**src/rtl/seg_xlate_pkg.sv**
```systemverilog
package seg_xlate_pkg;
  // Register index order is decoded by the channels: pair c sits at 2c (base), 2c+1 (limit)
  typedef enum logic [1:0] {
    SEL_FETCH_BASE  = 2'd0,
    SEL_FETCH_LIMIT = 2'd1,
    SEL_DATA_BASE   = 2'd2,
    SEL_DATA_LIMIT  = 2'd3
  } seg_sel_e;

  localparam int NUM_CHAN = 2;
  localparam int NUM_REG  = 2 * NUM_CHAN;
  localparam int SEL_W    = $clog2(NUM_REG);
endpackage

```
**src/rtl/seg_regfile.sv**
```systemverilog
module seg_regfile
  import seg_xlate_pkg::*;
#(
  parameter int AW = 32
) (
  input  logic             clk,
  input  logic             rst_n,
  input  logic             supervisor,
  input  logic             cfg_we,
  input  logic [SEL_W-1:0] cfg_sel,
  input  logic [AW-1:0]    cfg_wdata,
  output logic [AW-1:0]    cfg_rdata,
  input  logic             priv_err_clr,
  output logic             priv_err,
  output logic [AW-1:0]    regs_o [NUM_REG]
);

  // Named events for the checks
  logic priv_write;
  logic user_write;
  assign priv_write = cfg_we && supervisor;
  assign user_write = cfg_we && !supervisor;

  logic [AW-1:0] regs_q [NUM_REG];

  for (genvar i = 0; i < NUM_REG; i++) begin : g_reg
    logic wen;
    assign wen = priv_write && (cfg_sel == SEL_W'(i));

    always_ff @(posedge clk or negedge rst_n) begin
      if (!rst_n)   regs_q[i] <= '0;
      else if (wen) regs_q[i] <= cfg_wdata;
    end

    assign regs_o[i] = regs_q[i];

    assert_priv_write_loads_R5: assert property (@(posedge clk) disable iff (!rst_n)
      (cfg_we && supervisor && cfg_sel == SEL_W'(i)) |=> (regs_o[i] == $past(cfg_wdata)));

    assert_user_write_ignored_R6: assert property (@(posedge clk) disable iff (!rst_n)
      (cfg_we && !supervisor) |=> $stable(regs_o[i]));
  end

  assign cfg_rdata = supervisor ? regs_q[cfg_sel] : '0;

  always_ff @(posedge clk or negedge rst_n) begin
    if (!rst_n)            priv_err <= 1'b0;
    else if (user_write)   priv_err <= 1'b1;
    else if (priv_err_clr) priv_err <= 1'b0;
  end

  assert_priv_err_sets_R7: assert property (@(posedge clk) disable iff (!rst_n)
    (cfg_we && !supervisor) |=> priv_err);

  assert_priv_err_sticky_R7: assert property (@(posedge clk) disable iff (!rst_n)
    (priv_err && !priv_err_clr) |=> priv_err);

  assert_user_read_zero_R8: assert property (@(posedge clk) disable iff (!rst_n)
    !supervisor |-> (cfg_rdata == '0));

endmodule

```
**src/rtl/seg_chan.sv**
```systemverilog
module seg_chan #(
  parameter int AW = 32
) (
  input  logic          clk,
  input  logic          rst_n,
  input  logic          req,
  input  logic [AW-1:0] laddr,
  input  logic [AW-1:0] base,
  input  logic [AW-1:0] limit,
  output logic [AW-1:0] paddr,
  output logic          valid,
  output logic          fault
);

  function automatic logic [AW-1:0] relocate(input logic [AW-1:0] b, input logic [AW-1:0] a);
    return b + a;
  endfunction

  function automatic logic past_limit(input logic [AW-1:0] a, input logic [AW-1:0] lim);
    return a >= lim;
  endfunction

  // Named internal event: the address lies outside the segment
  logic out_of_seg;
  assign out_of_seg = past_limit(laddr, limit);

  assign paddr = relocate(base, laddr);
  assign fault = req && out_of_seg;
  assign valid = req && !out_of_seg;

  assert_fault_blocks_valid_R3: assert property (@(posedge clk) disable iff (!rst_n)
    !(valid && fault));

  assert_valid_needs_req_R10: assert property (@(posedge clk) disable iff (!rst_n)
    valid |-> req);

  assert_fault_needs_req_R10: assert property (@(posedge clk) disable iff (!rst_n)
    fault |-> req);

  assert_zero_limit_faults_R2: assert property (@(posedge clk) disable iff (!rst_n)
    (req && limit == '0) |-> fault);

endmodule

```
**src/rtl/seg_xlate_top.sv**
```systemverilog
module seg_xlate_top
  import seg_xlate_pkg::*;
#(
  parameter int AW = 32
) (
  input  logic          clk,
  input  logic          rst_n,
  input  logic          supervisor,
  input  logic          cfg_we,
  input  logic [1:0]    cfg_sel,
  input  logic [AW-1:0] cfg_wdata,
  output logic [AW-1:0] cfg_rdata,
  input  logic          priv_err_clr,
  output logic          priv_err,
  input  logic          if_req,
  input  logic [AW-1:0] if_laddr,
  output logic [AW-1:0] if_paddr,
  output logic          if_valid,
  output logic          if_fault,
  input  logic          dm_req,
  input  logic [AW-1:0] dm_laddr,
  output logic [AW-1:0] dm_paddr,
  output logic          dm_valid,
  output logic          dm_fault
);

  logic [AW-1:0] regs [NUM_REG];

  seg_regfile #(.AW(AW)) u_regs (
    .clk          (clk),
    .rst_n        (rst_n),
    .supervisor   (supervisor),
    .cfg_we       (cfg_we),
    .cfg_sel      (cfg_sel),
    .cfg_wdata    (cfg_wdata),
    .cfg_rdata    (cfg_rdata),
    .priv_err_clr (priv_err_clr),
    .priv_err     (priv_err),
    .regs_o       (regs)
  );

  // Channel 0 = fetch, channel 1 = data
  logic          ch_req   [NUM_CHAN];
  logic [AW-1:0] ch_laddr [NUM_CHAN];
  logic [AW-1:0] ch_paddr [NUM_CHAN];
  logic          ch_valid [NUM_CHAN];
  logic          ch_fault [NUM_CHAN];

  assign ch_req[0]   = if_req;
  assign ch_laddr[0] = if_laddr;
  assign ch_req[1]   = dm_req;
  assign ch_laddr[1] = dm_laddr;

  for (genvar c = 0; c < NUM_CHAN; c++) begin : g_chan
    seg_chan #(.AW(AW)) u_chan (
      .clk   (clk),
      .rst_n (rst_n),
      .req   (ch_req[c]),
      .laddr (ch_laddr[c]),
      .base  (regs[2*c]),
      .limit (regs[2*c+1]),
      .paddr (ch_paddr[c]),
      .valid (ch_valid[c]),
      .fault (ch_fault[c])
    );
  end

  assign if_paddr = ch_paddr[0];
  assign if_valid = ch_valid[0];
  assign if_fault = ch_fault[0];
  assign dm_paddr = ch_paddr[1];
  assign dm_valid = ch_valid[1];
  assign dm_fault = ch_fault[1];

  assert_fetch_valid_in_seg_R4: assert property (@(posedge clk) disable iff (!rst_n)
    if_valid |-> (if_laddr < regs[SEL_FETCH_LIMIT]));

  assert_data_valid_in_seg_R4: assert property (@(posedge clk) disable iff (!rst_n)
    dm_valid |-> (dm_laddr < regs[SEL_DATA_LIMIT]));

endmodule

```
**config.mk**
```make
export PLATFORM = sky130hd
export DESIGN_NAME = seg_xlate_top
export DESIGN_NICKNAME = d
export VERILOG_FILES = /design/src/rtl/seg_xlate_pkg.sv /design/src/rtl/seg_regfile.sv /design/src/rtl/seg_chan.sv /design/src/rtl/seg_xlate_top.sv
export SDC_FILE = /design/constraint.sdc
export NUM_CORES = 1
export LEC_CHECK = 0
export CAP_MARGIN = 20
export CELL_PAD_IN_SITES_DETAIL_PLACEMENT = 0
export CELL_PAD_IN_SITES_GLOBAL_PLACEMENT = 2
export CORE_MARGIN = 10
export CORE_UTILIZATION = 35
export CTS_BUF_LIST = sky130_fd_sc_hd__clkbuf_8
export DETAILED_ROUTE_END_ITERATION = 8
export DONT_BUFFER_PORTS = 1
export GPL_TIMING_DRIVEN = 0
export PLACE_DENSITY_LB_ADDON = 0.3
export SETUP_SLACK_MARGIN = 0.2
export SYNTH_ARGS = -nofsm -noshare
export SYNTH_HDL_FRONTEND = slang
export SYNTH_SLANG_ARGS = --single-unit
```
**constraint.sdc**
```tcl
create_clock -name clk -period 3.35 [get_ports clk]
set_input_delay 0.1675 -clock clk [delete_from_list [all_inputs] [get_ports clk]]
set_output_delay 0.1675 -clock clk [all_outputs]
set_load 0.03 [all_outputs]
```
Word level (Yosys, flattened, before mapping):

Cells that the tools add are included.

* output and inout bits: 101
* register bits: 129
* logic and storage cells: 35

* order comparisons: 3
* add/sub/neg operators: 2
* reductions and logical operators: 15
* multiplexer cells: 6
* equal/unequal tests: 3
* bitwise operators: 1

Operators with widths (count)
* 2-to-1 mux 32 bit: 3
* adder 32 bit: 2
* binary-select mux 32 bit (select 2 bit): 1
* >= comparator 32 bit: 2
* logical AND 1 bit: 10
* == test 2 bit, second input constant: 2
* >= comparator 3 bit, second input constant: 1
* logical NOT 1 bit: 3
* inverter 2 -> 3 bit: 1
* == test 2 x 1 -> 1 bit, second input constant: 1
* logical NOT 2 bit: 1
* 2-to-1 mux 1 bit: 2
* nonzero test 2 bit: 1

Depth between registers and ports, before layout:

Gate-level depths: netlist of run 1.

* word-level depth: 5
* gate-level depth with buffers: 10
* mapped depth without buffers: 10

Modules after synthesis:

From an unflattened synthesis of run 1, not the netlist that was laid out.

* cell total of the unflattened synthesis: 1085
* area, all modules: 10725.3 sq um

Modules (own cells, without submodules)
* seg_regfile: instances 1, area an instance 5729.2 sq um, cells an instance 389, sequential area each 3228.1 sq um
* seg_chan at g_chan[1].u_chan: instances 1, area an instance 2526.2 sq um, cells an instance 347, sequential area each 0.0 sq um
* seg_chan at g_chan[0].u_chan: instances 1, area an instance 2469.9 sq um, cells an instance 349, sequential area each 0.0 sq um

Least setup slack after synthesis of run 1:

Ideal clock, no wire load.

* path kind: reg2out
* start: register u_regs.regs_q (netlist bit u_regs.regs_o[32])
* end: output port dm_paddr[28]
* data required time: 3.182 ns
* setup slack: 0.209 ns
* arrival time: 2.974 ns
* cell stages (with the launch flop): 11
* buffers on the path: 0
* path through: dfrtp_1 ha_1 fa_1 a21o_1 a21oi_1 o21ai_0 o211ai_1 o21ba_2 a211oi_1 nor2b_1 o311ai_0

* longest elaborated chain between the ends: 1

RTL lines
* start, declared: line seg_regfile.sv:24 `logic [AW-1:0] regs_q [NUM_REG];`
* start signal, assigned by index: line seg_regfile.sv:32 `else if (wen) regs_q[i] <= cfg_wdata;`
* adder 32 bit: line seg_chan.sv:16 `return b + a;`
* end, declared: line seg_xlate_top.sv:22 `output logic [AW-1:0] dm_paddr,`

Every way passes these cells.

Worst setup path after layout of run 1:

* start: register u_regs.regs_q (netlist bit u_regs.regs_o[96])
* end: output port if_paddr[28]

* longest elaborated chain between the ends: 1

RTL lines
* adder 32 bit: line seg_chan.sv:16
* end, declared: line seg_xlate_top.sv:17 `output logic [AW-1:0] if_paddr,`

Every way passes these cells.

==> results of run 1 <==
==> timing repair <==
action                                  CTS  global route
hold buffers                             36             0
endpoints found under the hold margin   258             0
resized for setup                       158            68
pin swaps                                59            34
endpoints found under the setup margin   47            40
buffers inserted                         22             9
==> registers in the layout, summed over array words and instances, names as in the netlist <==
| signal | flops |
|---|---|
| u_regs.regs_o | 128 |
| u_regs.priv_err | 1 |
==> power breakdown <==
group	internal, W	total (W)	leakage [nW]	switching [W]
Clock	0.000981	0.00159	0.240	0.000604
Combinational	0.00208	0.00524	4.28	0.00316
Sequential	0.00190	0.00232	1.55	0.000416
Total	0.00497	0.00914	6.07	0.00418
==> through the flow <==
stage / instances / instance area (um2) / setup TNS (ps) / util (%)
floorplan: 1047 / 10700 / 0 / -
global placement: 1437 / 11200 / -1150 / 37.5
detailed placement: 1438 / 11200 / -653 / 37.5
CTS: 1528 / 13100 / -279 / 43.8
global route: 1537 / 13500 / -356 / 45.1
finish: 1537 / 13500 / 0 / 45.1
==> worst paths after layout <==
| check | cells after the start | to |
|---|---|---|
| min | 3 | u_regs.regs_o[100] |
| max in group asynchronous | 2 | u_regs.regs_o[33] |
| min in group asynchronous | 2 | u_regs.regs_o[0] |
| min reg2reg | 1 | u_regs.regs_o[95] |
| max | 10 | if_paddr[28] |
| max reg2reg | 3 | u_regs.priv_err |
==> cell families after synthesis <==
kind of cell / after synthesis / synth area share [%]
xor gates and xnor gates: 58 / 4.75
muxes: 161 / 20.3
adders and majority gates: 128 / 15.1
buffers and inverters: 115 / 4.17
and+or+nand+nor: 205 / 10.1
DFF: 129 / 30.2
AOI/OAI and AO/OA: 251 / 15.4
==> cell usage in the layout, fill, tap and decap left out, types with 10 or more instances in the layout <==
| cell type | instances |
|---|---|
| xnor2_1 | 13 |
| a21oi_1 | 57 |
| nand3_1 | 15 |
| inv_1 | 80 |
| o21ai_0 | 26 |
| dlygate4sd3_1 | 35 |
| nand4_1 | 20 |
| xor2_2 | 10 |
| xnor2_2 | 11 |
| and2_1 | 36 |
| mux4_2 | 32 |
| nor2_1 | 37 |
| dfrtp_1 | 127 |
| mux2_2 | 128 |
| clkbuf_1 | 16 |
| buf_4 | 30 |
| a21o_1 | 68 |
| a21oi_2 | 16 |
| nand2_1 | 38 |
| xnor2_4 | 10 |
| clkbuf_8 | 22 |
| ha_1 | 112 |
==> critical path: cells and delay by family (launching register included) <==
kind | cells | cell delay (ps)
AO/OA/AOI/OAI | 6 | 1320
flip-flops | 1 | 410
adder cells (fa/ha/maj) | 2 | 540
XOR/XNOR | 1 | 180
AND/OR/NAND/NOR | 1 | 240
==> layer usage <==
| layer | up-vias | GRT usage, % | routed length [um] | share of wire [%] |
|---|---|---|---|---|
| li1 | 4044 | - | - | - |
| met1 | 4128 | 24.6 | 16900 | 48 |
| met2 | 182 | 27.8 | 15800 | 45 |
| met3 | 28 | 4.54 | 2070 | 5.8 |
| met4 | 0 | 5.16 | 758 | 2.1 |
| met5 | - | 0 | 0 | 0 |
==> final cells by class <==
class,count,area [um2],area share (%)
Multi-Input combinational cell,803,8170,60.6
Sequential cell,129,3230,24.0
Timing Repair Buffer,68,629,4.67
Tap cell,390,488,3.62
Clock buffer,22,303,2.25
Inverter,79,297,2.20
Buffer,36,181,1.35
Clock inverter,10,180,1.34
==> impl_metrics.py, run 1 <==
metrics = {
    "timing": {
        "setup_viol": 0,
        "min_period_over_period_pct": 98.6,
        "worst_hold_slack_ps": 179,
        "slew_violations": 0,
        "clock_skew_ps": 0,
        "hold_viol": 0,
        "maxSlewHeadroom_pct": 42.0,
        "fmax_mhz": 303,
        "fin_crit_ps": 3300,
        "setup_ws_ps": 46.6,
        "rsz0062_at_grt": "yes",
        "worstMarginPinSlew_ps": 864,
    },
    "die": {
        "core_area_um2": 29900,
        "core.rowCount": 63,
        "pin_count": 206,
        "die_x_um": 195,
        "initial_core_util_pct": 35.8,
        "die_h_um": 195,
        "dieArea_um2": 38000,
    },
    "critical_path": {
        "cp_max_fo": 3,
        "worstSetupEndpointType": "output port",
        "rrSetupSlack_ps": 1960,
        "startpoint_type": "flop",
        "crit_required_ps": 3180,
        "critPathMostFrequentCell": "a221oi_4",
        "crit_chain": "ha_2 > fa_2 > a21o_1 > a221oi_4 > o31ai_4 > o21bai_4 > a21o_4 > a221oi_4 > and2b_2 > xnor2_4",
        "cpMaxStageDelayCell": "dfrtp_1",
        "crit_type": "reg2out",
        "crit_path_start": "u_regs.regs_o[96]",
        "r2r_start": "u_regs.priv_err",
        "slowest_delay_ps": 410,
        "arrival_ps": 3140,
    },
    "routing": {
        "first_pass_iters": 4,
        "drc": 0,
        "drtAntennaViolNets": 0,
        "drt_iter0_drc": 358,
        "avgViaCountPerCell": 5.45,
        "routedWlPerCell_um": 23.2,
        "num_vias": 8382,
        "routed_wl_mm": 35.6,
    },
    "layout": {
        "drive_gt1_share_pct": 32.6,
        "finalNetCount": 1367,
        "nFillCells": 2843,
        "areaGrowthSynthToFinish_pct": 26.0,
        "antenna_cells": 0,
    },
    "cts": {
        "numClockSinks": 129,
        "cts-buffers-inserted": 17,
        "cts_tree": "yes",
        "clkSlewWorstSetupHoldPaths_ps": 70,
        "cts-root-buf": "clkbuf_8",
        "cts.htree.levels": 4,
        "clk_path_buf_depth": 2,
        "insertion_delay_ps": 440,
    },
    "synthesis": {
        "synth_most_common_cell": "dfrtp_1",
        "seq_area_frac_synth_pct": 30.2,
        "synthDistinctLibCells": 58,
        "yosys_register_bits": 129,
        "synth.largest_area_cell": "dfrtp_1",
        "ys_warn_count": 0,
        "synth_area_leaders": "dfrtp_1 30%, ha_1 15%, mux2_2 13%",
        "synthFlopType": "dfrtp_1",
        "synth_cells": 1047,
        "syn_area_um2": 10700,
        "synth_common_cells": "129 x dfrtp_1, 128 x mux2_2, 126 x ha_1",
        "synth_edf_count": 0,
        "synth_nets": 1280,
        "synth_top_cell_area_share_pct": 30.2,
        "ys_async_sr_fraction_pct": 100,
        "postSynthAreaPerCell_um2": 10.2,
    },
    "global_routing": {
        "grt_pass1_vias": 8665,
        "grt_max_degree": 130,
        "antenna_found_initial": 0,
        "globalRoute.totalOverflow": 0,
        "grt_pass1_wl_mm": 53.8,
        "grt_use_total_pct": 18.1,
    },
    "hold_path": {
        "hold_start": "cfg_we",
        "min_path_type": "in2reg",
    },
    "placement": {
        "dp_hpwl_mm": 29.0,
        "io_buffers": 0,
        "post-place-ws_ps": -223,
        "gp_congestion": 0.835,
    },
    "job": {
        "cap_violations": 0,
    },
    "power": {
        "finalPower_w": 0.00914,
        "p_leak_nw": 6.07,
        "powerDensity_nw_per_um2": 678,
        "peakVddDrop_mv": 0.313,
    },
    "status": {
        "status": "completed",
    },
}
Power figures use the tool's default switching activity.
==> run 2: changes to the inputs <==
- CORE_UTILIZATION: 35 -> 42
==> run 2 against run 1 <==
Net effect:
- sequential share of layout area is 0.54 points higher
- clock skew unchanged
- flip-flop and latch count unchanged
- maximum frequency increased by 2.0%
- cell area down 2.2%
- via count is 0.78% lower
- setup slack better by 64 ps
- sequential power about the same
- critical path depth stayed put
- wire length is 8.0% lower
==> impl_metrics.py, run 2 (synthesis results as in run 1) <==
metrics = {
    "status": {
        "status": "completed",
    },
    "placement": {
        "gp_congestion": 0.933,
        "dp_cells": 1377,
        "io_buffers": 0,
        "dp_hpwl_mm": 26.8,
        "postPlaceCellArea_um2": 11100,
    },
    "cts": {
        "clkSlewWorstSetupHoldPaths_ps": 80,
        "insertion_delay_ps": 420,
        "cts-buffers-inserted": 17,
        "cts_tree": "yes",
        "clk_path_buf_depth": 2,
        "numClockSinks": 129,
        "cts-root-buf": "clkbuf_8",
        "cts.htree.levels": 4,
    },
    "timing": {
        "clock_skew_ps": 0,
        "fmax_mhz": 309,
        "setup_viol": 0,
        "slew_violations": 0,
        "fin_crit_ps": 3240,
        "maxSlewHeadroom_pct": 44.6,
        "tns_ps": 0,
        "hold_viol": 0,
        "rsz0062_at_grt": "yes",
        "min_period_over_period_pct": 96.7,
        "worstMarginPinSlew_ps": 825,
    },
    "critical_path": {
        "startpoint_type": "flop",
        "crit_type": "reg2out",
        "arrival_ps": 3070,
        "crit_required_ps": 3180,
        "crit_path_start": "u_regs.regs_o[96]",
        "crit_chain": "ha_2 > fa_2 > a21o_1 > a221oi_4 > o31ai_4 > o21bai_4 > a21o_4 > a221oi_4 > a21oi_2 > xor2_4",
        "critPathMostFrequentCell": "a221oi_4",
        "cp_max_fo": 3,
        "cpMaxStageDelayCell": "dfrtp_1",
        "r2r_start": "u_regs.priv_err",
        "slowest_delay_ps": 390,
        "worstSetupEndpointType": "output port",
    },
    "routing": {
        "avgViaCountPerCell": 5.63,
        "drt_iter0_drc": 470,
        "first_pass_iters": 5,
        "drc": 0,
        "routedWlPerCell_um": 22.1,
        "routed_wl_mm": 32.7,
        "drtAntennaViolNets": 0,
        "num_vias": 8317,
    },
    "power": {
        "comb_power_share_pct": 59.5,
        "powerDensity_nw_per_um2": 647,
        "intPower_w": 0.00448,
        "seq_power_share_pct": 27.0,
        "power_frac_clock_pct": 13.5,
        "peakVddDrop_mv": 0.354,
        "p_sw_w": 0.00405,
        "finalPower_w": 0.00853,
        "switching_share_pct": 47.5,
        "p_leak_nw": 5.99,
    },
    "layout": {
        "nFillCells": 2308,
        "layout_common_cells": "128 x mux2_2, 127 x dfrtp_1, 116 x ha_1",
        "finalNetCount": 1366,
        "layout_commonest_cell": "mux2_2",
        "instances_no_fill": 1478,
        "area.sequential_um2": 3230,
        "areaGrowthSynthToFinish_pct": 23.2,
        "drive_gt1_share_pct": 31.3,
        "stdcell_area_um2": 13200,
        "post-route-util_pct": 52.5,
        "multi_input_area_um2": 8100,
        "largest_register_ffs": 128,
    },
    "global_routing": {
        "grt_use_total_pct": 19.6,
        "globalRoute.totalOverflow": 0,
        "grt_pass1_vias": 8456,
        "antenna_found_initial": 3,
        "grt_max_degree": 130,
        "grt_pass1_wl_mm": 50.7,
    },
    "die": {
        "dieArea_um2": 32300,
        "die_h_um": 180,
        "core_area_um2": 25100,
        "initial_core_util_pct": 42.6,
        "core.rowCount": 58,
        "die_x_um": 180,
        "pin_count": 206,
    },
    "hold_path": {
        "min_path_type": "in2reg",
        "hold_start": "cfg_we",
    },
    "job": {
        "cap_violations": 0,
    },
}
-- run 2: changes by cell type in the layout (fill, tap and decap cells not counted), sizes merged --
cell      delta
buf          -2
inv          +3
clkbuf       -4
clkinv       +8
clkinvlp     -2
bufinv       -4
diode        +2
-- run 2: worst paths after layout --
path / to / slack (ps) / cells past startpoint
max: if_paddr[30] / 110 / 10
min: u_regs.regs_o[100] / 190 / 3
max reg2reg: u_regs.priv_err / 2000 / 3
min reg2reg: u_regs.regs_o[17] / 560 / 1
max in group asynchronous: u_regs.regs_o[83] / 2460 / 2
min in group asynchronous: u_regs.regs_o[67] / 370 / 2
-- run 2: critical path, delay by kind of cell (launching register included) --
kind | cells | cell delay, ps
XOR/XNOR | 1 | 280
adder cells (fa/ha/maj) | 2 | 540
AO/OA/AOI/OAI | 7 | 1440
flip-flops | 1 | 390
-- run 2: timing repair --
action | 4_1_cts | 5_1_grt
hold buffers | 36 | 0
endpoints found under the hold margin | 258 | 0
endpoints found under the setup margin | 44 | 41
gates resized for setup | 130 | 76
pin swaps | 46 | 44
buffers inserted | 17 | 14
-- run 2: through the flow --
step | worst slack (ps) | hold WS [ps]
4_1_cts | -80.3 | 170
3_3_place_gp | -431 | -123
3_5_place_dp | -127 | -123
2_1_floorplan | 209 | -128
6_report | 111 | 192
5_1_grt | -14.0 | 180
-- run 2: layout make-up --
| class | instances | share of cell area, % |
|---|---|---|
| diodes | 2 | 0.0380 |
| plain buffers | 36 | 1.36 |
| clock buffers | 17 | 1.77 |
| clock inverters | 15 | 0.816 |
| inverters | 79 | 2.25 |
| multi-input cells | 803 | 61.4 |
| flip-flops and latches | 129 | 24.5 |
| well taps | 330 | 3.13 |
| repair buffers | 67 | 4.69 |
-- run 2: power by group through the flow --
| stage | logic [W] | registers [W] | clock network, W |
|---|---|---|---|
| 2_1_floorplan | 0.00345 | 0.00211 | 0 |
| 3_3_place_gp | 0.00405 | 0.00230 | 0 |
| 3_5_place_dp | 0.00407 | 0.00231 | 0 |
| 4_1_cts | 0.00475 | 0.00229 | 0.00117 |
| 5_1_grt | 0.00552 | 0.00235 | 0.00125 |
| 6_report | 0.00507 | 0.00231 | 0.00115 |
-- run 2: per-layer routing --
layer  GRT usage, %  part of all wire (%)
met5              0                 0.040
met4           5.92                   2.2
met3           4.44                   5.5
met2           29.6                    44
met1           27.4                    48
==> run 3: changes to the inputs <==
- ABC_AREA: default -> 1
- CORE_UTILIZATION: 42 -> 37
==> run 3 against run 2 <==
Net effect:
- sequential power down 7%
- count of clock-buffer cells in the layout up 2
- cell count up 45%
- synthesized area up 8.3%
- first-iteration DRC count up 4.0%
- critical endpoint is now if_paddr[14]
- largest power group unchanged
- highest routed layer is now met4
==> impl_metrics.py, run 3 <==
metrics = {
    "status": {
        "status": "completed",
    },
    "cts": {
        "cts_setup_buffers": 0,
        "insertion_delay_ps": 440,
        "clk_path_buf_depth": 2,
        "cts-root-buf": "clkbuf_8",
        "cts.htree.levels": 4,
        "numClockSinks": 129,
        "ctsHoldBuffers": 36,
        "cts-resized-gates": 0,
        "clkSlewWorstSetupHoldPaths_ps": 70,
        "cts_tree": "yes",
        "cts-buffers-inserted": 17,
    },
    "die": {
        "core.rowCount": 64,
        "core_area_um2": 30700,
        "pin_count": 206,
        "die_x_um": 197,
        "die_h_um": 197,
        "dieArea_um2": 38800,
        "initial_core_util_pct": 37.7,
    },
    "synthesis": {
        "synth_cells": 1675,
        "synth_top_cell_area_share_pct": 27.9,
        "synth_common_cells": "503 x nand2_1, 245 x inv_1, 130 x nor2_1",
        "yosys_register_bits": 129,
        "synth_most_common_cell": "nand2_1",
        "synthFlopType": "dfrtp_1",
        "synthSimpleGateAreaFrac_pct": 25.8,
        "synth-xor-area-share_pct": 2.42,
        "synth_fa_ha_area_share_pct": 13.9,
        "syn_area_um2": 11600,
        "synth_compound_area_share_pct": 19.5,
        "ys_warn_count": 0,
        "postSynthAreaPerCell_um2": 6.92,
        "seq_area_frac_synth_pct": 27.9,
        "synthDistinctLibCells": 39,
        "synth_edf_count": 0,
        "synth_nets": 1908,
        "synth_top_family_by_area": "simple AND/OR/NAND/NOR gates",
        "synth_area_leaders": "dfrtp_1 28%, nand2_1 16%, ha_1 14%",
        "synth_mux_area_share_pct": 0,
        "ys_async_sr_fraction_pct": 100,
        "synth.largest_area_cell": "dfrtp_1",
    },
    "routing": {
        "routedWlPerCell_um": 18.9,
        "drt_iter0_drc": 489,
        "avgViaCountPerCell": 5.03,
        "first_pass_iters": 5,
        "num_vias": 10776,
        "routed_wl_mm": 40.5,
        "drc": 0,
        "drtAntennaViolNets": 0,
    },
    "critical_path": {
        "crit_type": "reg2out",
        "cp_max_fo": 4,
        "reg2reg_to": "u_regs.priv_err",
        "r2r_start": "u_regs.priv_err",
        "startpoint_type": "flop",
        "arrival_ps": 2700,
        "rr_worst_depth": 3,
        "crit_required_ps": 3180,
        "rrSetupSlack_ps": 1970,
        "crit_path_start": "u_regs.regs_o[96]",
        "worstSetupEndpointType": "output port",
    },
    "power": {
        "switching_share_pct": 49.0,
        "power_frac_clock_pct": 19.9,
        "p_leak_nw": 6.69,
        "intPower_w": 0.00374,
        "p_sw_w": 0.00359,
        "seq_power_share_pct": 29.3,
        "powerDensity_nw_per_um2": 569,
        "comb_power_share_pct": 50.8,
        "peakVddDrop_mv": 0.236,
    },
    "timing": {
        "min_period_over_period_pct": 85.6,
        "slew_violations": 0,
        "tns_ps": 0,
        "setup_viol": 0,
        "maxSlewHeadroom_pct": 43.8,
        "worstMarginPinSlew_ps": 841,
        "hold_viol": 0,
        "fin_crit_ps": 2870,
        "fmax_mhz": 349,
        "rsz0062_at_grt": "no",
        "clock_skew_ps": 0,
    },
    "placement": {
        "io_buffers": 0,
        "dp_hpwl_mm": 34.4,
        "postPlaceCellArea_um2": 12100,
        "gp_congestion": 0.877,
    },
    "layout": {
        "largest_register_ffs": 128,
        "stdcell_area_um2": 12900,
        "areaGrowthSynthToFinish_pct": 11.3,
        "layout_common_cells": "503 x nand2_1, 247 x inv_1, 130 x nor2_1",
        "finalNetCount": 1963,
        "drive_gt1_share_pct": 8.72,
        "layout_commonest_cell": "nand2_1",
    },
    "job": {
        "cap_violations": 0,
    },
    "global_routing": {
        "globalRoute.totalOverflow": 0,
        "grt_pass1_vias": 10730,
        "grt_use_total_pct": 20.7,
        "grt_max_degree": 130,
        "antenna_found_initial": 2,
        "grt_pass1_wl_mm": 61.6,
    },
    "hold_path": {
        "min_path_type": "in2reg",
        "worstHoldPathCells": 4,
        "hold_end": "u_regs.regs_o[1]",
        "hold_start": "cfg_sel[0]",
    },
}
==> run 3: cell count changes after synthesis, moves of 30 or more <==
cell and change:
o21ai_0 +58, o21ai_1 +98, a21o_1 -66, nand3_1 +30
xnor2_1 -30, nor2_1 +90, mux4_2 -32, mux2_2 -128
inv_1 +166, nand2_1 +463, and2_1 -37
==> run 3: final cells by class <==
type / instances / area (um2)
timing repair buffer: 36 / 378
fill: 3370 / 17900
antenna: 2 / 5.00
multi-input combinational: 1258 / 7140
sequential: 129 / 3230
inverter: 249 / 937
clock inverter: 13 / 168
tap: 396 / 495
clock buffer: 19 / 262
buffer: 39 / 284
==> run 3: power groups by stage <==
stage / Sequential [W] / Clock (W) / Combinational [W]
2_1_floorplan: 0.00206 / 0 / 0.00296
3_3_place_gp: 0.00216 / 0 / 0.00365
3_5_place_dp: 0.00217 / 0 / 0.00369
4_1_cts: 0.00214 / 0.00148 / 0.00378
5_1_grt: 0.00219 / 0.00154 / 0.00420
6_report: 0.00215 / 0.00146 / 0.00373
==> run 3: worst max path at each step <==
| stage | slack (ps) | depth (start not counted) | endpoint |
|---|---|---|---|
| 5_1_grt | 290 | 9 | dm_paddr[10] |
| 2_1_floorplan | 1250 | 9 | if_paddr[14] |
| 6_report | 480 | 9 | if_paddr[14] |
| 4_1_cts | 410 | 9 | dm_paddr[10] |
| 3_3_place_gp | 920 | 9 | dm_paddr[10] |
| 3_5_place_dp | 910 | 9 | dm_paddr[10] |
==> run 3: critical path, cell delays in order, from the launching register on <==
cell and delay, ps:
dfrtp_1 440, ha_1 240, fa_1 410, nand3_1 110, nand2_2 90, nand3_1 90
nand2_2 90, nand2_1 90, nand2_2 90, xor2_1 600
==> run 3: through the flow <==
stage                     total power, W  setup WS, ps  hold slack, ps  std cells  util, %
final                            0.00733           481            85.3       2141     41.9
after detailed placement         0.00586           913            -124       2071     39.3
after global placement           0.00582           920            -124       2071     39.3
after global routing             0.00793           286             106       2141     41.9
after floorplan                  0.00501          1250            -128       1675        -
after CTS                        0.00740           406            67.3       2139     41.9
==> run 3: cell families after synthesis <==
group,Yosys count
fa+ha+maj,128
compound gates,365
xor+xnor,32
simple gates,733
buf+inv,288
flops,129
==> run 3: metal layers <==
layer  track usage, %  wire (um)
met2             33.7      18600
met3             4.62       2420
met4             5.01        674
met5                0          0
met1             27.3      18800
